<file path="config.mk">
export PLATFORM = sky130hd
export DESIGN_NAME = rtr_io_ctrl
export DESIGN_NICKNAME = d
export VERILOG_FILES = /design/src/rtl/rtr_io_pkg.sv /design/src/rtl/rtr_io_eeprom.sv /design/src/rtl/rtr_io_status.sv /design/src/rtl/rtr_io_irq.sv /design/src/rtl/rtr_io_ctrl.sv
export SDC_FILE = /design/constraint.sdc
export NUM_CORES = 1
export LEC_CHECK = 0
export ABC_AREA = 0
export BUFFER_PORTS_ARGS = -buffer_cell sky130_fd_sc_hd__buf_2
export CORE_MARGIN = 10
export CORE_UTILIZATION = 30
export CTS_BUF_LIST = sky130_fd_sc_hd__clkbuf_8
export CTS_CLUSTER_DIAMETER = 30
export DETAILED_ROUTE_END_ITERATION = 10
export HOLD_SLACK_MARGIN = 0.1
export PLACE_DENSITY_LB_ADDON = 0.25
export SETUP_SLACK_MARGIN = 0.05
export SLEW_MARGIN = 20
export SYNTH_ARGS = -nofsm -noshare
export SYNTH_HDL_FRONTEND = slang
export SYNTH_SLANG_ARGS = --single-unit
</file>
<file path="constraint.sdc">
create_clock -name clk -period 1.9 [get_ports clk]
set_clock_uncertainty 0.1 [all_clocks]
set_input_delay 0.19 -clock clk [delete_from_list [all_inputs] [get_ports clk]]
set_output_delay 0.19 -clock clk [all_outputs]
set_load 0.05 [all_outputs]
</file>
<file path="src/rtl/rtr_io_pkg.sv">
`timescale 1ns/1ps
// Shared constants and types for the router I/O controller.
// Assumes an 18-bit byte offset bus and 16-bit data.
package rtr_io_pkg;

    localparam int unsigned BUS_AW = 18;
    localparam int unsigned BUS_DW = 16;

    // Register offsets
    localparam logic [BUS_AW-1:0] A_FLASH_WP = 18'h00008;
    localparam logic [BUS_AW-1:0] A_BOOT_SZ  = 18'h0000A;
    localparam logic [BUS_AW-1:0] A_MB_EE    = 18'h0000E;
    localparam logic [BUS_AW-1:0] A_PRESENCE = 18'h10006;
    localparam logic [BUS_AW-1:0] A_NM_EE    = 18'h10008;
    localparam logic [BUS_AW-1:0] A_NET_BASE = 18'h20000;
    localparam logic [BUS_AW-1:0] A_MGMT     = 18'h20004;
    localparam logic [BUS_AW-1:0] A_EXT      = 18'h20006;
    localparam logic [BUS_AW-1:0] A_IOMASK   = 18'h20008;
    localparam logic [BUS_AW-1:0] A_CHASSIS  = 18'h30000;
    localparam logic [BUS_AW-1:0] A_ENV      = 18'h30004;

    // Fixed read values
    localparam logic [BUS_DW-1:0] V_FLASH_WP = 16'h00FF;
    localparam logic [BUS_DW-1:0] V_BOOT_SZ  = 16'h1000;
    localparam logic [BUS_DW-1:0] V_NET_STAT = 16'h00FF;
    localparam logic [BUS_DW-1:0] V_ENV_OK   = 16'h0021;

    // Static chassis configuration
    typedef enum logic [1:0] {
        CHS_FOUR_SLOT = 2'd0,
        CHS_TWO_SLOT  = 2'd1,
        CHS_SIX_SLOT  = 2'd2,
        CHS_UNKNOWN   = 2'd3
    } chassis_e;

    // Maps the chassis configuration to the 3-bit identification code.
    function automatic logic [2:0] chassis_code(input chassis_e c);
        case (c)
            CHS_TWO_SLOT: return 3'd4;
            CHS_SIX_SLOT: return 3'd3;
            default:      return 3'd0;
        endcase
    endfunction

endpackage

</file>
<file path="src/rtl/rtr_io_eeprom.sv">
`timescale 1ns/1ps
// Bit-banged serial EEPROM ports: one mainboard port and one port
// shared across NUM_SLOTS module slots. Write strobes are pre-decoded
// by the parent; wbyte is the low byte of the bus write data.
// Assumes NUM_SLOTS <= 4, so the slot select fits in bits[1:0].
module rtr_io_eeprom #(
    parameter int unsigned NUM_SLOTS = 4
) (
    input  logic                 clk,
    input  logic                 rst_n,
    input  logic                 mb_wr,
    input  logic                 nm_wr,
    input  logic [7:0]           wbyte,
    input  logic                 mb_ee_do,
    input  logic [NUM_SLOTS-1:0] nm_ee_do,
    output logic                 mb_ee_cs,
    output logic                 mb_ee_sk,
    output logic                 mb_ee_di,
    output logic [NUM_SLOTS-1:0] nm_ee_cs,
    output logic [NUM_SLOTS-1:0] nm_ee_sk,
    output logic [NUM_SLOTS-1:0] nm_ee_di,
    output logic                 mb_rbit,
    output logic                 nm_rbit
);

    localparam int unsigned SEL_W = (NUM_SLOTS > 1) ? $clog2(NUM_SLOTS) : 1;
    localparam int unsigned MB_CS_B = 0;
    localparam int unsigned MB_SK_B = 1;
    localparam int unsigned MB_DI_B = 2;
    localparam int unsigned NM_SK_B = 2;
    localparam int unsigned NM_CS_B = 4;
    localparam int unsigned NM_DI_B = 6;

    logic [SEL_W-1:0] sel_q;
    logic             nm_cs_q, nm_sk_q, nm_di_q;
    logic             unused_bits;

    assign unused_bits = ^{wbyte[7], wbyte[5], wbyte[3]};

    // Latch the mainboard line levels on a write to its register.
    always_ff @(posedge clk) begin
        if (!rst_n) begin
            mb_ee_cs <= 1'b0;
            mb_ee_sk <= 1'b0;
            mb_ee_di <= 1'b0;
        end else if (mb_wr) begin
            mb_ee_cs <= wbyte[MB_CS_B];
            mb_ee_sk <= wbyte[MB_SK_B];
            mb_ee_di <= wbyte[MB_DI_B];
        end
    end

    // Latch the slot select and module line levels from one write.
    always_ff @(posedge clk) begin
        if (!rst_n) begin
            sel_q   <= '0;
            nm_cs_q <= 1'b0;
            nm_sk_q <= 1'b0;
            nm_di_q <= 1'b0;
        end else if (nm_wr) begin
            sel_q   <= wbyte[SEL_W-1:0];
            nm_cs_q <= wbyte[NM_CS_B];
            nm_sk_q <= wbyte[NM_SK_B];
            nm_di_q <= wbyte[NM_DI_B];
        end
    end

    // Route the latched levels to the selected slot only.
    for (genvar s = 0; s < NUM_SLOTS; s++) begin : g_slot
        logic hit;
        assign hit         = (sel_q == SEL_W'(s));
        assign nm_ee_cs[s] = hit & nm_cs_q;
        assign nm_ee_sk[s] = hit & nm_sk_q;
        assign nm_ee_di[s] = hit & nm_di_q;
    end

    // Return the data-out pins for readback.
    always_comb begin
        mb_rbit = mb_ee_do;
        nm_rbit = nm_ee_do[sel_q];
    end

    // a module write drives chip select onto the written slot only
    p_nm_cs_route_r3: assert property (@(posedge clk) disable iff (!rst_n)
        nm_wr |=> (nm_ee_cs == ($past(wbyte[NM_CS_B]) ?
                   (NUM_SLOTS'(1) << $past(wbyte[SEL_W-1:0])) : NUM_SLOTS'(0))));

    // at most one slot's chip select is ever high
    p_nm_cs_single_r3: assert property (@(posedge clk) disable iff (!rst_n)
        $onehot0(nm_ee_cs));

    // mainboard lines move only on a mainboard write
    p_mb_hold_r2: assert property (@(posedge clk) disable iff (!rst_n)
        !mb_wr |=> $stable({mb_ee_cs, mb_ee_sk, mb_ee_di}));

endmodule

</file>
<file path="src/rtl/rtr_io_status.sv">
`timescale 1ns/1ps
// Combinational status words: slot presence, chassis identification
// and environmental state. Presence inputs are active high; the
// returned word is active low and repeats the slot pattern across
// every NUM_SLOTS-bit group of the data word.
module rtr_io_status
    import rtr_io_pkg::*;
#(
    parameter int unsigned DATA_W    = BUS_DW,
    parameter int unsigned NUM_SLOTS = 4
) (
    input  logic [NUM_SLOTS-1:0] slot_present,
    input  logic [1:0]           cfg_chassis,
    output logic [DATA_W-1:0]    presence_word,
    output logic [DATA_W-1:0]    chassis_word,
    output logic [DATA_W-1:0]    env_word
);

    localparam int unsigned CODE_LSB = 5;

    // Each presence bit reflects the slot given by its position modulo NUM_SLOTS.
    for (genvar b = 0; b < DATA_W; b++) begin : g_pres
        assign presence_word[b] = ~slot_present[b % NUM_SLOTS];
    end

    // Place the chassis code in bits [7:5].
    always_comb begin
        chassis_word = '0;
        chassis_word[CODE_LSB +: 3] = chassis_code(chassis_e'(cfg_chassis));
    end

    // Normal environmental conditions.
    assign env_word = DATA_W'(V_ENV_OK);

endmodule

</file>
<file path="src/rtl/rtr_io_irq.sv">
`timescale 1ns/1ps
// One sticky interrupt level. A set pulse raises it; a clearing access
// lowers it. With CLR_COUNT > 1 only every CLR_COUNT-th access clears.
// A set in the same cycle as a clear wins.
module rtr_io_irq #(
    parameter int unsigned CLR_COUNT = 1
) (
    input  logic clk,
    input  logic rst_n,
    input  logic set_evt,
    input  logic clr_acc,
    output logic irq_o
);

    logic clr_now;

    if (CLR_COUNT > 1) begin : g_counted
        localparam int unsigned CNT_W = $clog2(CLR_COUNT);
        localparam logic [CNT_W-1:0] CNT_LAST = CNT_W'(CLR_COUNT - 1);
        logic [CNT_W-1:0] cnt_q;

        // Count clearing accesses, restarting after the last one.
        always_ff @(posedge clk) begin
            if (!rst_n)              cnt_q <= '0;
            else if (clr_acc) begin
                if (cnt_q == CNT_LAST) cnt_q <= '0;
                else                   cnt_q <= cnt_q + 1'b1;
            end
        end

        assign clr_now = clr_acc && (cnt_q == CNT_LAST);

        // the count moves only on a status access
        p_cnt_idle_r6: assert property (@(posedge clk) disable iff (!rst_n)
            !clr_acc |=> $stable(cnt_q));

        // a clear always leaves the count at zero
        p_cnt_restart_r6: assert property (@(posedge clk) disable iff (!rst_n)
            clr_now |=> (cnt_q == '0));
    end else begin : g_direct
        assign clr_now = clr_acc;
    end

    // Hold the interrupt level; set has priority over clear.
    always_ff @(posedge clk) begin
        if (!rst_n)       irq_o <= 1'b0;
        else if (set_evt) irq_o <= 1'b1;
        else if (clr_now) irq_o <= 1'b0;
    end

    // an event always raises the line in the next cycle
    p_set_wins_r8: assert property (@(posedge clk) disable iff (!rst_n)
        set_evt |=> irq_o);

    // the line falls only after a clear
    p_fall_cause_r8: assert property (@(posedge clk) disable iff (!rst_n)
        $fell(irq_o) |-> $past(clr_now));

    // the line never rises without an event
    p_no_spurious_r8: assert property (@(posedge clk) disable iff (!rst_n)
        (!irq_o && !set_evt) |=> !irq_o);

endmodule

</file>
<file path="src/rtl/rtr_io_ctrl.sv">
`timescale 1ns/1ps
// Router I/O controller register block. Decodes the CPU register bus,
// registers read data one cycle after the read strobe and instantiates
// the EEPROM ports, status words and the three interrupt levels.
// Assumes read and write strobes are never high together.
module rtr_io_ctrl
    import rtr_io_pkg::*;
#(
    parameter int unsigned ADDR_W        = BUS_AW,
    parameter int unsigned DATA_W        = BUS_DW,
    parameter int unsigned NUM_SLOTS     = 4,
    parameter int unsigned MASK_W        = 8,
    parameter int unsigned NET_CLR_COUNT = 16
) (
    input  logic                 clk,
    input  logic                 rst_n,
    input  logic [1:0]           cfg_chassis,
    input  logic [ADDR_W-1:0]    bus_addr,
    input  logic                 bus_wr,
    input  logic                 bus_rd,
    input  logic [DATA_W-1:0]    bus_wdata,
    output logic [DATA_W-1:0]    bus_rdata,
    output logic                 mb_ee_cs,
    output logic                 mb_ee_sk,
    output logic                 mb_ee_di,
    input  logic                 mb_ee_do,
    output logic [NUM_SLOTS-1:0] nm_ee_cs,
    output logic [NUM_SLOTS-1:0] nm_ee_sk,
    output logic [NUM_SLOTS-1:0] nm_ee_di,
    input  logic [NUM_SLOTS-1:0] nm_ee_do,
    input  logic [NUM_SLOTS-1:0] slot_present,
    input  logic                 net_evt,
    input  logic                 mgmt_evt,
    input  logic                 ext_evt,
    output logic                 net_irq,
    output logic                 mgmt_irq,
    output logic                 ext_irq
);

    localparam int unsigned MB_DO_B = 3;
    localparam int unsigned NM_DO_B = 7;
    localparam int unsigned NET_LSB = 2;

    logic                 acc;
    logic                 hit_mb, hit_nm, hit_net, hit_mgmt, hit_ext, hit_mask;
    logic                 mb_rbit, nm_rbit;
    logic [DATA_W-1:0]    presence_word, chassis_word, env_word;
    logic [DATA_W-1:0]    rd_mux;
    logic [MASK_W-1:0]    mask_q;
    logic                 unused_wdata;

    assign unused_wdata = ^bus_wdata[DATA_W-1:MASK_W];

    // Offset decode shared by read, write and interrupt logic.
    always_comb begin
        acc      = bus_rd | bus_wr;
        hit_mb   = (bus_addr == A_MB_EE);
        hit_nm   = (bus_addr == A_NM_EE);
        hit_net  = (bus_addr[ADDR_W-1:NET_LSB] == A_NET_BASE[ADDR_W-1:NET_LSB]);
        hit_mgmt = (bus_addr == A_MGMT);
        hit_ext  = (bus_addr == A_EXT);
        hit_mask = (bus_addr == A_IOMASK);
    end

    rtr_io_eeprom #(
        .NUM_SLOTS (NUM_SLOTS)
    ) u_eeprom (
        .clk      (clk),
        .rst_n    (rst_n),
        .mb_wr    (bus_wr & hit_mb),
        .nm_wr    (bus_wr & hit_nm),
        .wbyte    (bus_wdata[7:0]),
        .mb_ee_do (mb_ee_do),
        .nm_ee_do (nm_ee_do),
        .mb_ee_cs (mb_ee_cs),
        .mb_ee_sk (mb_ee_sk),
        .mb_ee_di (mb_ee_di),
        .nm_ee_cs (nm_ee_cs),
        .nm_ee_sk (nm_ee_sk),
        .nm_ee_di (nm_ee_di),
        .mb_rbit  (mb_rbit),
        .nm_rbit  (nm_rbit)
    );

    rtr_io_status #(
        .DATA_W    (DATA_W),
        .NUM_SLOTS (NUM_SLOTS)
    ) u_status (
        .slot_present  (slot_present),
        .cfg_chassis   (cfg_chassis),
        .presence_word (presence_word),
        .chassis_word  (chassis_word),
        .env_word      (env_word)
    );

    rtr_io_irq #(.CLR_COUNT(NET_CLR_COUNT)) u_irq_net (
        .clk (clk), .rst_n (rst_n), .set_evt (net_evt),
        .clr_acc (acc & hit_net), .irq_o (net_irq)
    );

    rtr_io_irq #(.CLR_COUNT(1)) u_irq_mgmt (
        .clk (clk), .rst_n (rst_n), .set_evt (mgmt_evt),
        .clr_acc (bus_rd & hit_mgmt), .irq_o (mgmt_irq)
    );

    rtr_io_irq #(.CLR_COUNT(1)) u_irq_ext (
        .clk (clk), .rst_n (rst_n), .set_evt (ext_evt),
        .clr_acc (bus_rd & hit_ext), .irq_o (ext_irq)
    );

    // I/O mask register written from the low data bits.
    always_ff @(posedge clk) begin
        if (!rst_n)                 mask_q <= '0;
        else if (bus_wr && hit_mask) mask_q <= bus_wdata[MASK_W-1:0];
    end

    // Read multiplexer; unmapped offsets return zero.
    always_comb begin
        rd_mux = '0;
        if (hit_net) begin
            rd_mux = DATA_W'(V_NET_STAT);
        end else begin
            case (bus_addr)
                A_FLASH_WP: rd_mux = DATA_W'(V_FLASH_WP);
                A_BOOT_SZ:  rd_mux = DATA_W'(V_BOOT_SZ);
                A_MB_EE:    rd_mux[MB_DO_B] = mb_rbit;
                A_PRESENCE: rd_mux = presence_word;
                A_NM_EE:    rd_mux[NM_DO_B] = nm_rbit;
                A_IOMASK:   rd_mux[MASK_W-1:0] = mask_q;
                A_CHASSIS:  rd_mux = chassis_word;
                A_ENV:      rd_mux = env_word;
                default:    rd_mux = '0;
            endcase
        end
    end

    // Capture read data on the read strobe and hold it otherwise.
    always_ff @(posedge clk) begin
        if (!rst_n)      bus_rdata <= '0;
        else if (bus_rd) bus_rdata <= rd_mux;
    end

    // read and write strobes are exclusive
    p_strobe_excl_r12: assert property (@(posedge clk) disable iff (!rst_n)
        !(bus_rd && bus_wr));

    // read data holds between reads
    p_rdata_hold_r12: assert property (@(posedge clk) disable iff (!rst_n)
        !bus_rd |=> $stable(bus_rdata));

    // an environmental read returns the normal word one cycle later
    p_env_read_r11: assert property (@(posedge clk) disable iff (!rst_n)
        (bus_rd && bus_addr == A_ENV) |=> (bus_rdata == DATA_W'(V_ENV_OK)));

    // a management status read returns zero
    p_mgmt_zero_r7: assert property (@(posedge clk) disable iff (!rst_n)
        (bus_rd && hit_mgmt) |=> (bus_rdata == '0));

endmodule

</file>
==> metrics.txt <==
die footprint 9790 um^2; largest net degree at the start of global routing 37; DP HPWL 4810 um; Tcrit/Tclk final 96.0%; Final min period 1.82 ns; Top FF cell, synth dfxtp_1; synth warn 0; Synthesized Nets 261; Worst Max-Slew Pin Slew 0.512 ns; DR pass1 iterations 4; worst path required time 1.99 ns; Die W 98.9 um; pre-CTS setup slack -0.304 ns; # rows 28; layout cells sized above 1 38.6%; Worst R2R Path Depth 5; peak supply drop 296 uV; Post-CTS Setup Inserts 0; Hold Crit Endpoint u_eeprom.nm_cs_q; most common cell after layout, fill and taps aside buf_2; Post-DP Area 2530 um^2; Synth cell types 42; critical path class in -> reg; Power Dens Cells 570 nW/um^2; crit path DAT 1.91 ns; clk_lat worst skew 0.29 ns; reg2reg setup slack 0.21 ns; GR peak layer met2; final core occ 45.4%; Synth Cell Area 1870 um^2; worst hold path startpoint bus_wdata[4]; global-route wire length before repair 9520 um; r2r endpoint bus_rdata[7]; clock transition at the registers of the reported paths 0.08 ns; CP dominant cell by count or4_4; Critical Path Fanout Max 3; Routed Antenna Nets 0; Routability Congestion 0.827; Total GRT Usage 11.7%; Area Overhead vs Synth 45.6%; initial antenna violation count 0; Reg2Reg Launch Point u_eeprom.sel_q[0]; Initial DRC Count 69; nature of the critical path startpoint primary input; met1 usage 13.5%; crit-path leading delay family simple AND/OR/NAND/NOR gates; Ant. Diodes 0; total wire length 5980 um; Critical Path End Type flip-flop; CTS Buf Count 5; critical path's largest stage delay 0.54 ns; Final nets 371; clock root cell clkbuf_8; Async SR Flop Fraction 0%; max frequency 0.548 GHz; Leak 0.00121 uW; Slew headroom 65.9%; Final Hold Vio Count 0; CTS H-tree lvls 2; Crit-path slowest cell or4_4; final setup margin 0.0765 ns; Pwr Total 1550 uW; CP Cell Sequence buf_2 -> or4_4 -> or3_4 -> or4_4 -> mux2i_1 -> nor2b_1; synth top area cells dfxtp_1, mux2i_1, nor2b_1; post-synthesis sequential area ratio 38.6%; Syn Area/Cell 8.99 um^2; fin. max-slew vios 0; outcome finished clean; vias per cell 4.81; design area 2720 um^2; Syn Inst Count 208; WHS Path Cells 3; starting density of the core 31.2%; routed via count 1897; crit path from bus_addr[5]; # DRC 0; maximum capacitance violations 0; I/O Buffers 77; met2 GRT Util 19.9%; I/O pin cnt 86; CP Buf/Inv Count 1; HP Class in -> reg; Yosys reg bits 36; Bufs on Longest Clock Path 2; Fill cells 600; CTS tree done; total gr overflow 0; most frequent cells in the layout buf_2, dfxtp_1, nor2b_1, buf_4, mux2i_1; WL per Instance 15.2 um; # setup viols final 0; die height 98.9 um; met3 Use GR 3.84%; share of the synthesized area in the top cell type 38.6%; Core Footprint 5990 um^2; RSZ-0062 raised after global routing true; Post-synth EDFFs 0; CTS sink cnt 36; post-synth top area cell dfxtp_1; vias in the first global route 1899
## registers in the layout, indices dropped and copies added, names as in the netlist
| signal | cells |
|---|---|
| bus_rdata | 13 |
| mask_q | 8 |
| u_eeprom.mb_ee_cs | 1 |
| u_eeprom.mb_ee_di | 1 |
| u_eeprom.mb_ee_sk | 1 |
| u_eeprom.nm_cs_q | 1 |
| u_eeprom.nm_di_q | 1 |
| u_eeprom.nm_sk_q | 1 |
| u_eeprom.sel_q | 2 |
| u_irq_ext.irq_o | 1 |
| u_irq_mgmt.irq_o | 1 |
| u_irq_net.g_counted.cnt_q | 4 |
| u_irq_net.irq_o | 1 |
## stage by stage
step	TNS [ns]	std cells	hold slack (ns)
2_1_floorplan	-0.321	208	0.214
3_3_place_gp	-2.15	377	0.301
3_5_place_dp	-2.52	377	0.303
4_1_cts	0	394	0.101
5_1_grt	0	394	0.124
6_report	0	394	0.101
## synthesized netlist by cell type, types with 2 or more instances
library cell / count
o31a_1: 3
o21a_1: 2
nand2_1: 8
a21boi_0: 3
nor2_1: 7
dfxtp_1: 36
o21ai_0: 12
clkbuf_1: 5
nand4_1: 4
buf_4: 3
and2_1: 11
nand3_1: 5
nor3_1: 12
a21oi_1: 10
a22oi_1: 6
mux2i_1: 17
and3_1: 5
nor4_2: 2
nor4_1: 3
or4_1: 2
nor2b_1: 25
inv_1: 7
## layer usage
metal  vias up  routed length [um]
met3         5                 437
met4         0                  34
met5         -                   0
met2        49                2910
met1       866                2600
li1        977                   -
## logic make-up after synthesis
kind of cell,Yosys count,share of synthesized area (%)
buffers and inverters,16,3.88
and+or+nand+nor,94,31.7
DFF,36,38.6
adders and majority gates,1,0.669
muxes,18,10.3
AOI/OAI and AO/OA,42,14.4
xor gates and xnor gates,1,0.469
## repair_timing
item / in CTS / in global routing
pin swaps: 0 / 0
endpoints found under the setup margin: 3 / 9
hold buffers: 9 / 0
gates resized for setup: 1 / 3
hold endpoints to repair: 11 / 0
## worst max path at each step
stage | to | slack (ns) | cells past startpoint
2_1_floorplan | u_eeprom.mb_ee_cs | -0.11 | 6
3_3_place_gp | u_eeprom.mb_ee_sk | -0.26 | 6
3_5_place_dp | u_eeprom.mb_ee_cs | -0.30 | 6
4_1_cts | u_eeprom.mb_ee_cs | 0.09 | 6
5_1_grt | u_eeprom.mb_ee_di | 0.03 | 6
6_report | u_eeprom.mb_ee_cs | 0.08 | 6
## worst register-to-register path: cells and delay by family, from the launching register on
| kind | cells | cell delay [ns] |
|---|---|---|
| flops | 1 | 0.36 |
| buf+inv | 1 | 0.07 |
| mux | 1 | 0.51 |
| compound gates | 3 | 0.53 |
## cell type report
cell class	instances	area (um^2)	area share, %
inverter	7	26.3	0.966
clock inverter	3	18.8	0.690
tap	75	93.8	3.45
timing repair buffer	112	683	25.1
clock buffer	5	68.8	2.53
multi-input combinational	156	1110	40.8
sequential	36	721	26.5
## where the power goes
group	switching, uW	internal, uW	leakage [uW]
logic	133	95.3	0.000868
clock network	296	256	0.0000479
registers	5.03	766	0.000292
(Power assumes the default switching activity.)
